File: config.mk
export PLATFORM = sky130hd
export DESIGN_NAME = rx_fmt_packer
export DESIGN_NICKNAME = d
export VERILOG_FILES = /design/src/rtl/rxp_pkg.sv /design/src/rtl/rxp_cfg_reg.sv /design/src/rtl/rxp_src_sel.sv /design/src/rtl/rxp_packer.sv /design/src/rtl/rx_fmt_packer.sv
export SDC_FILE = /design/constraint.sdc
export NUM_CORES = 1
export LEC_CHECK = 0
export BUFFER_PORTS_ARGS = -buffer_cell sky130_fd_sc_hd__buf_4
export CAP_MARGIN = 20
export CORE_MARGIN = 10
export CORE_UTILIZATION = 45
export CTS_BUF_LIST = sky130_fd_sc_hd__clkbuf_4 sky130_fd_sc_hd__clkbuf_8
export DETAILED_ROUTE_END_ITERATION = 8
export PLACE_DENSITY = 0.69
export SLEW_MARGIN = 20
export SYNTH_ARGS = -nofsm -noshare
export SYNTH_HDL_FRONTEND = slang
export SYNTH_SLANG_ARGS = --single-unit
File: constraint.sdc
create_clock -name clk -period 4.13 [get_ports clk]
set_input_delay 0.2065 -clock clk [delete_from_list [all_inputs] [get_ports clk]]
set_output_delay 0.2065 -clock clk [all_outputs]
set_load 0.05 [all_outputs]
File: src/rtl/rxp_pkg.sv
package rxp_pkg;
  localparam int CFG_W      = 32;
  localparam int SHIFT_LSB  = 0;
  localparam int SHIFT_W    = 4;
  localparam int WIDTH_LSB  = 4;
  localparam int WIDTH_W    = 5;
  localparam int WANTQ_BIT  = 9;
  localparam int RAWSEL_BIT = 10;
  localparam int RSVD_LSB   = 11;

  typedef struct packed {
    logic               narrow;
    logic               want_q;
    logic               use_raw;
    logic [SHIFT_W-1:0] shift;
  } fmt_mode_t;

  // Only the exact narrow combination is honoured; all else is full width, no shift.
  function automatic fmt_mode_t decode_fmt(input logic [CFG_W-1:0] c, input int smp_w);
    fmt_mode_t m;
    logic      rsvd_ok;
    logic      width_ok;
    logic      shift_ok;
    rsvd_ok  = (c[CFG_W-1:RSVD_LSB] == '0);
    width_ok = (c[WIDTH_LSB +: WIDTH_W] == WIDTH_W'(smp_w / 2));
    shift_ok = (c[SHIFT_LSB +: SHIFT_W] == SHIFT_W'(smp_w / 2));
    m.narrow  = rsvd_ok && width_ok && shift_ok;
    m.want_q  = c[WANTQ_BIT];
    m.use_raw = c[RAWSEL_BIT];
    m.shift   = m.narrow ? SHIFT_W'(smp_w / 2) : '0;
    return m;
  endfunction
endpackage

File: src/rtl/rxp_cfg_reg.sv
module rxp_cfg_reg
  import rxp_pkg::*;
#(
  parameter int SMP_W = 16
) (
  input  logic             clk,
  input  logic             rst_n,
  input  logic             we,
  input  logic [CFG_W-1:0] wdata,
  output fmt_mode_t        mode,
  output logic             cfg_wr_evt
);
  logic [CFG_W-1:0] cfg_q;

  always_ff @(posedge clk) begin
    if (!rst_n)  cfg_q <= '0;
    else if (we) cfg_q <= wdata;
  end

  always_comb begin
    mode       = decode_fmt(cfg_q, SMP_W);
    cfg_wr_evt = we;
  end
endmodule

File: src/rtl/rxp_src_sel.sv
module rxp_src_sel #(
  parameter int SMP_W = 16,
  parameter int N_SRC = 2
) (
  input  logic                        sel,
  input  logic [N_SRC-1:0]            src_valid,
  input  logic [N_SRC-1:0][SMP_W-1:0] src_i,
  input  logic [N_SRC-1:0][SMP_W-1:0] src_q,
  output logic                        sel_valid,
  output logic [SMP_W-1:0]            sel_i,
  output logic [SMP_W-1:0]            sel_q
);
  localparam int IDX_W = (N_SRC > 1) ? $clog2(N_SRC) : 1;

  logic [N_SRC-1:0] hit;

  for (genvar s = 0; s < N_SRC; s++) begin : g_hit
    assign hit[s] = (IDX_W'(s) == IDX_W'(sel));
  end

  always_comb begin
    sel_valid = 1'b0;
    sel_i     = '0;
    sel_q     = '0;
    for (int s = 0; s < N_SRC; s++) begin
      if (hit[s]) begin
        sel_valid = src_valid[s];
        sel_i     = src_i[s];
        sel_q     = src_q[s];
      end
    end
  end
endmodule

File: src/rtl/rxp_packer.sv
module rxp_packer
  import rxp_pkg::*;
#(
  parameter int SMP_W = 16
) (
  input  logic             clk,
  input  logic             rst_n,
  input  fmt_mode_t        mode,
  input  logic             cfg_wr,
  input  logic             in_valid,
  input  logic [SMP_W-1:0] in_i,
  input  logic [SMP_W-1:0] in_q,
  output logic             out_valid,
  output logic [SMP_W-1:0] out_data
);
  localparam int HALF  = SMP_W / 2;
  localparam int LANES = 2;

  function automatic logic [SMP_W-1:0] scale_word(input logic [SMP_W-1:0] x,
                                                  input logic [SHIFT_W-1:0] sh);
    return SMP_W'($signed(x) >>> sh);
  endfunction

  logic [LANES-1:0][SMP_W-1:0] lane_word;
  logic [LANES-1:0][HALF-1:0]  lane_byte;
  logic                        q_pend;
  logic [SMP_W-1:0]            q_word;
  logic                        half_full;
  logic [HALF-1:0]             half_byte;
  logic                        sample_take;

  for (genvar l = 0; l < LANES; l++) begin : g_lane
    assign lane_word[l] = scale_word((l == 0) ? in_i : in_q, mode.shift);
    assign lane_byte[l] = lane_word[l][HALF-1:0];
  end

  assign sample_take = in_valid && !q_pend;

  always_ff @(posedge clk) begin
    if (!rst_n) begin
      out_valid <= 1'b0;
      out_data  <= '0;
      q_pend    <= 1'b0;
      q_word    <= '0;
      half_full <= 1'b0;
      half_byte <= '0;
    end else begin
      out_valid <= 1'b0;
      out_data  <= '0;
      if (q_pend) begin
        out_valid <= 1'b1;
        out_data  <= q_word;
        q_pend    <= 1'b0;
      end else if (sample_take) begin
        if (!mode.narrow) begin
          out_valid <= 1'b1;
          out_data  <= lane_word[0];
          if (mode.want_q) begin
            q_pend <= 1'b1;
            q_word <= lane_word[1];
          end
        end else if (mode.want_q) begin
          out_valid <= 1'b1;
          out_data  <= {lane_byte[1], lane_byte[0]};
        end else if (half_full) begin
          out_valid <= 1'b1;
          out_data  <= {lane_byte[0], half_byte};
          half_full <= 1'b0;
        end else begin
          half_byte <= lane_byte[0];
          half_full <= 1'b1;
        end
      end
      if (cfg_wr) half_full <= 1'b0;
    end
  end

  AST_Q_AFTER_I: assert property (@(posedge clk) disable iff (!rst_n)
    (sample_take && !mode.narrow && mode.want_q) |=> (out_valid && q_pend));
  AST_Q_DRAIN: assert property (@(posedge clk) disable iff (!rst_n)
    q_pend |=> (out_valid && !q_pend));
  AST_NARROW_SINGLE: assert property (@(posedge clk) disable iff (!rst_n)
    (sample_take && mode.narrow) |=> !q_pend);
  AST_PAIR_HOLD: assert property (@(posedge clk) disable iff (!rst_n)
    (sample_take && mode.narrow && !mode.want_q && !half_full && !cfg_wr)
      |=> (half_full && !out_valid));
  AST_HALF_CLEARED: assert property (@(posedge clk) disable iff (!rst_n)
    cfg_wr |=> !half_full);
  AST_IDLE_ZERO: assert property (@(posedge clk) disable iff (!rst_n)
    !out_valid |-> (out_data == '0));
endmodule

File: src/rtl/rx_fmt_packer.sv
module rx_fmt_packer
  import rxp_pkg::*;
#(
  parameter int SMP_W = 16
) (
  input  logic             clk,
  input  logic             rst_n,
  input  logic             fmt_we,
  input  logic [31:0]      fmt_wdata,
  input  logic             filt_valid,
  input  logic [SMP_W-1:0] filt_i,
  input  logic [SMP_W-1:0] filt_q,
  input  logic             raw_valid,
  input  logic [SMP_W-1:0] raw_i,
  input  logic [SMP_W-1:0] raw_q,
  output logic             out_valid,
  output logic [SMP_W-1:0] out_data
);
  fmt_mode_t        mode;
  logic             cfg_wr_evt;
  logic             sel_valid;
  logic [SMP_W-1:0] sel_i;
  logic [SMP_W-1:0] sel_q;

  rxp_cfg_reg #(.SMP_W(SMP_W)) u_cfg (
    .clk       (clk),
    .rst_n     (rst_n),
    .we        (fmt_we),
    .wdata     (fmt_wdata),
    .mode      (mode),
    .cfg_wr_evt(cfg_wr_evt)
  );

  rxp_src_sel #(.SMP_W(SMP_W), .N_SRC(2)) u_sel (
    .sel      (mode.use_raw),
    .src_valid({raw_valid, filt_valid}),
    .src_i    ({raw_i, filt_i}),
    .src_q    ({raw_q, filt_q}),
    .sel_valid(sel_valid),
    .sel_i    (sel_i),
    .sel_q    (sel_q)
  );

  rxp_packer #(.SMP_W(SMP_W)) u_pack (
    .clk      (clk),
    .rst_n    (rst_n),
    .mode     (mode),
    .cfg_wr   (cfg_wr_evt),
    .in_valid (sel_valid),
    .in_i     (sel_i),
    .in_q     (sel_q),
    .out_valid(out_valid),
    .out_data (out_data)
  );

  AST_RESET_QUIET: assert property (@(posedge clk) disable iff (!rst_n)
    $rose(rst_n) |-> !out_valid);
endmodule

==> results.yml <==
flow_run:
  cap_violations: 0
synth:
  avgSynthCellArea_um2: 9.21
  ys_top_cells_by_count: "dfxtp_1, nand2_1, mux2i_1, nor2_1, mux2_2"
  netlist_top_cells_area: "dfxtp_1, mux2i_1, mux2_2"
  ys.flop_type: "dfxtp_1"
  synth_cell_type_count: 34
  synth_top_area_share_pct: 41.3
  synth_seq_cells: 75
  synth.cell_area_mm2: 0.00364
  yosys_warnings: 0
  synth_edf_count: 0
  syn_inst: 395
  ys_async_sr_fraction_pct: 0
  synth-seq-area-share_pct: 41.3
  yosysMostFrequentCell: "dfxtp_1"
  synth_top_area_cell: "dfxtp_1"
  syn_nets: 496
setup_path:
  worst_r2r_path_depth: 4
  cp-start-kind: "flop"
  path_max_fanout: 21
  worst-setup-path-type: "flop to flop"
  required_ps: 4390
  end_kind: "flop"
  arrival_ps: 2760
sta:
  fin_skew_ps: 8.15
  tightest_slew_ps: 875
  tns_ps: 0
  fmax_mhz: 401
  final_hold_viol_count: 0
  timing.final.crit_share_pct: 60.4
  slew_violations: 0
  fin_crit_ps: 2500
  relSlewSlack_pct: 41.7
  rsz0062_at_grt: "false"
  setup_viol: 0
placed_design:
  io_buffers: 117
  dp_hpwl_mm: 7.25
  gp_congestion: 0.802
routing:
  drtIter0Drc: 145
  antenna_left: 0
  drc_errors: 0
  num_vias: 3180
  viasPerCell: 5.33
  firstDrtPassIters: 4
  routed_wirelength_mm: 9.90
  routedWlPerCell_um: 16.6
grt:
  grt.overflow.total: 0
  grt_usage_pct: 15.8
  antenna_found_initial: 0
  grt_start_max_net_pins: 60
  grt_pass1_wl_mm: 15.3
  grt_pass1_vias: 3178
clocking:
  post_cts_buffers: 0
  clk_latency_ps: 340
  root_buffer: "clkbuf_8"
  clock-sinks: 75
  htree_levels: 3
  clk_pin_slew_ps: 80
  postCtsHoldBufs: 0
  clockBufferDepth: 2
  cts_resized: 0
  cts_tree: "yes"
  cts_buffers: 9
power:
  combPwrFrac_pct: 17.4
  ir_worst_vdd_v: 0.000202
  p_int_mw: 1.16
  seqPwrFrac_pct: 48.9
  p_switching_mw: 0.425
  p_leak_nw: 2.10
  switching_share_pct: 26.8
  power.share.clock_pct: 33.7
  power_per_cell_area_mw_per_mm2: 339
floorplan:
  die_w_um: 110
  io_pins: 118
  die_area_mm2: 0.0121
  std_cell_rows: 32
  initial_core_util_pct: 46.6
  fp.dieH_um: 110
  core_mm2: 0.00781
cells_and_area:
  layout.nets: 591
  syn_to_final_growth_pct: 28.6
  n_antenna_cell: 0
  final_core_util_pct: 59.9
  layout-drive-gt1-share_pct: 33.3
min_path:
  hold_depth: 3
  hold_class: "primary input to flop"
run_status:
  status: "completed"
-- cell usage in the layout (no fill, tap or decap), drive strengths merged --
master,count
nand2b,9
clkinv,4
o41ai,7
nand4,16
nand2,71
nor4b,2
mux2,24
mux2i,65
nor2,35
buf,119
a2111o,1
nand4b,1
o21ai,8
and4,2
nor4,6
a31oi,2
a31o,1
or3,1
o21a,1
o2bb2ai,1
dfxtp,75
nor3,3
o211ai,8
clkbuf,12
and2,2
nand3b,9
o311ai,8
inv,2
-- worst paths after layout --
path	slack, ps	startpoint	end
max	1630	u_cfg.cfg_q[15]	u_pack.q_word[5]
min	100	fmt_wdata[29]	u_cfg.cfg_q[29]
max reg2reg	1630	u_cfg.cfg_q[15]	u_pack.q_word[5]
min reg2reg	460	u_pack.half_byte[4]	u_pack.half_byte[4]
-- worst max-delay path, stage by stage (launching register included) --
cell      delay (ps)
dfxtp_1          320
nor4_1           290
and4_1           700
a2111o_1         840
mux2i_1          270
-- flip-flops by register name, summed over array words and instances, names as in the netlist --
signal / flops
u_pack.half_byte: 8
u_pack.q_word: 16
u_pack.q_pend: 1
u_pack.half_full: 1
u_pack.out_valid: 1
u_pack.out_data: 16
u_cfg.cfg_q: 32
-- power by group through the flow --
stage               logic, mW  clock network [mW]  registers, mW
CTS                     0.278               0.543          0.774
global route            0.300               0.580          0.779
finish                  0.276               0.533          0.775
floorplan               0.135                   0          0.818
detailed placement      0.277                   0          0.791
global placement        0.274                   0          0.790
-- per-stage QoR --
step | hold slack, ps | instance area, um^2 | total power, mW | std cells | setup WS, ps
global placement | 441 | 4490 | 1.06 | 581 | 1730
detailed placement | 448 | 4490 | 1.07 | 581 | 1640
floorplan | 353 | 3640 | 0.953 | 395 | 2610
global route | 98.2 | 4680 | 1.66 | 597 | 1440
finish | 98.5 | 4680 | 1.58 | 597 | 1630
CTS | 85.0 | 4680 | 1.60 | 597 | 1620
-- metal layers --
metal | track usage (%) | wire length (um)
met1 | 19.5 | 4190
met5 | 0 | 0
met2 | 23.9 | 4290
met4 | 7.34 | 195
met3 | 5.91 | 1220
-- cell families (layout without fill, tap and decap cells) --
family | count (synthesis) | in the layout | synth area share [%]
AO/OA/AOI/OAI | 37 | 37 | 7.70
buffers and inverters | 37 | 137 | 4.92
AND/OR/NAND/NOR | 157 | 157 | 20.8
multiplexers | 89 | 89 | 25.3
flip-flops | 75 | 75 | 41.3
-- layout make-up --
cell class	count	area [um^2]
flip-flops and latches	75	1500
repair buffers	119	893
fillers	722	3130
multi-input cells	283	1960
well taps	102	128
clock buffers	12	165
clock inverters	4	23.8
inverters	2	7.51
(Power assumes the default switching activity.)
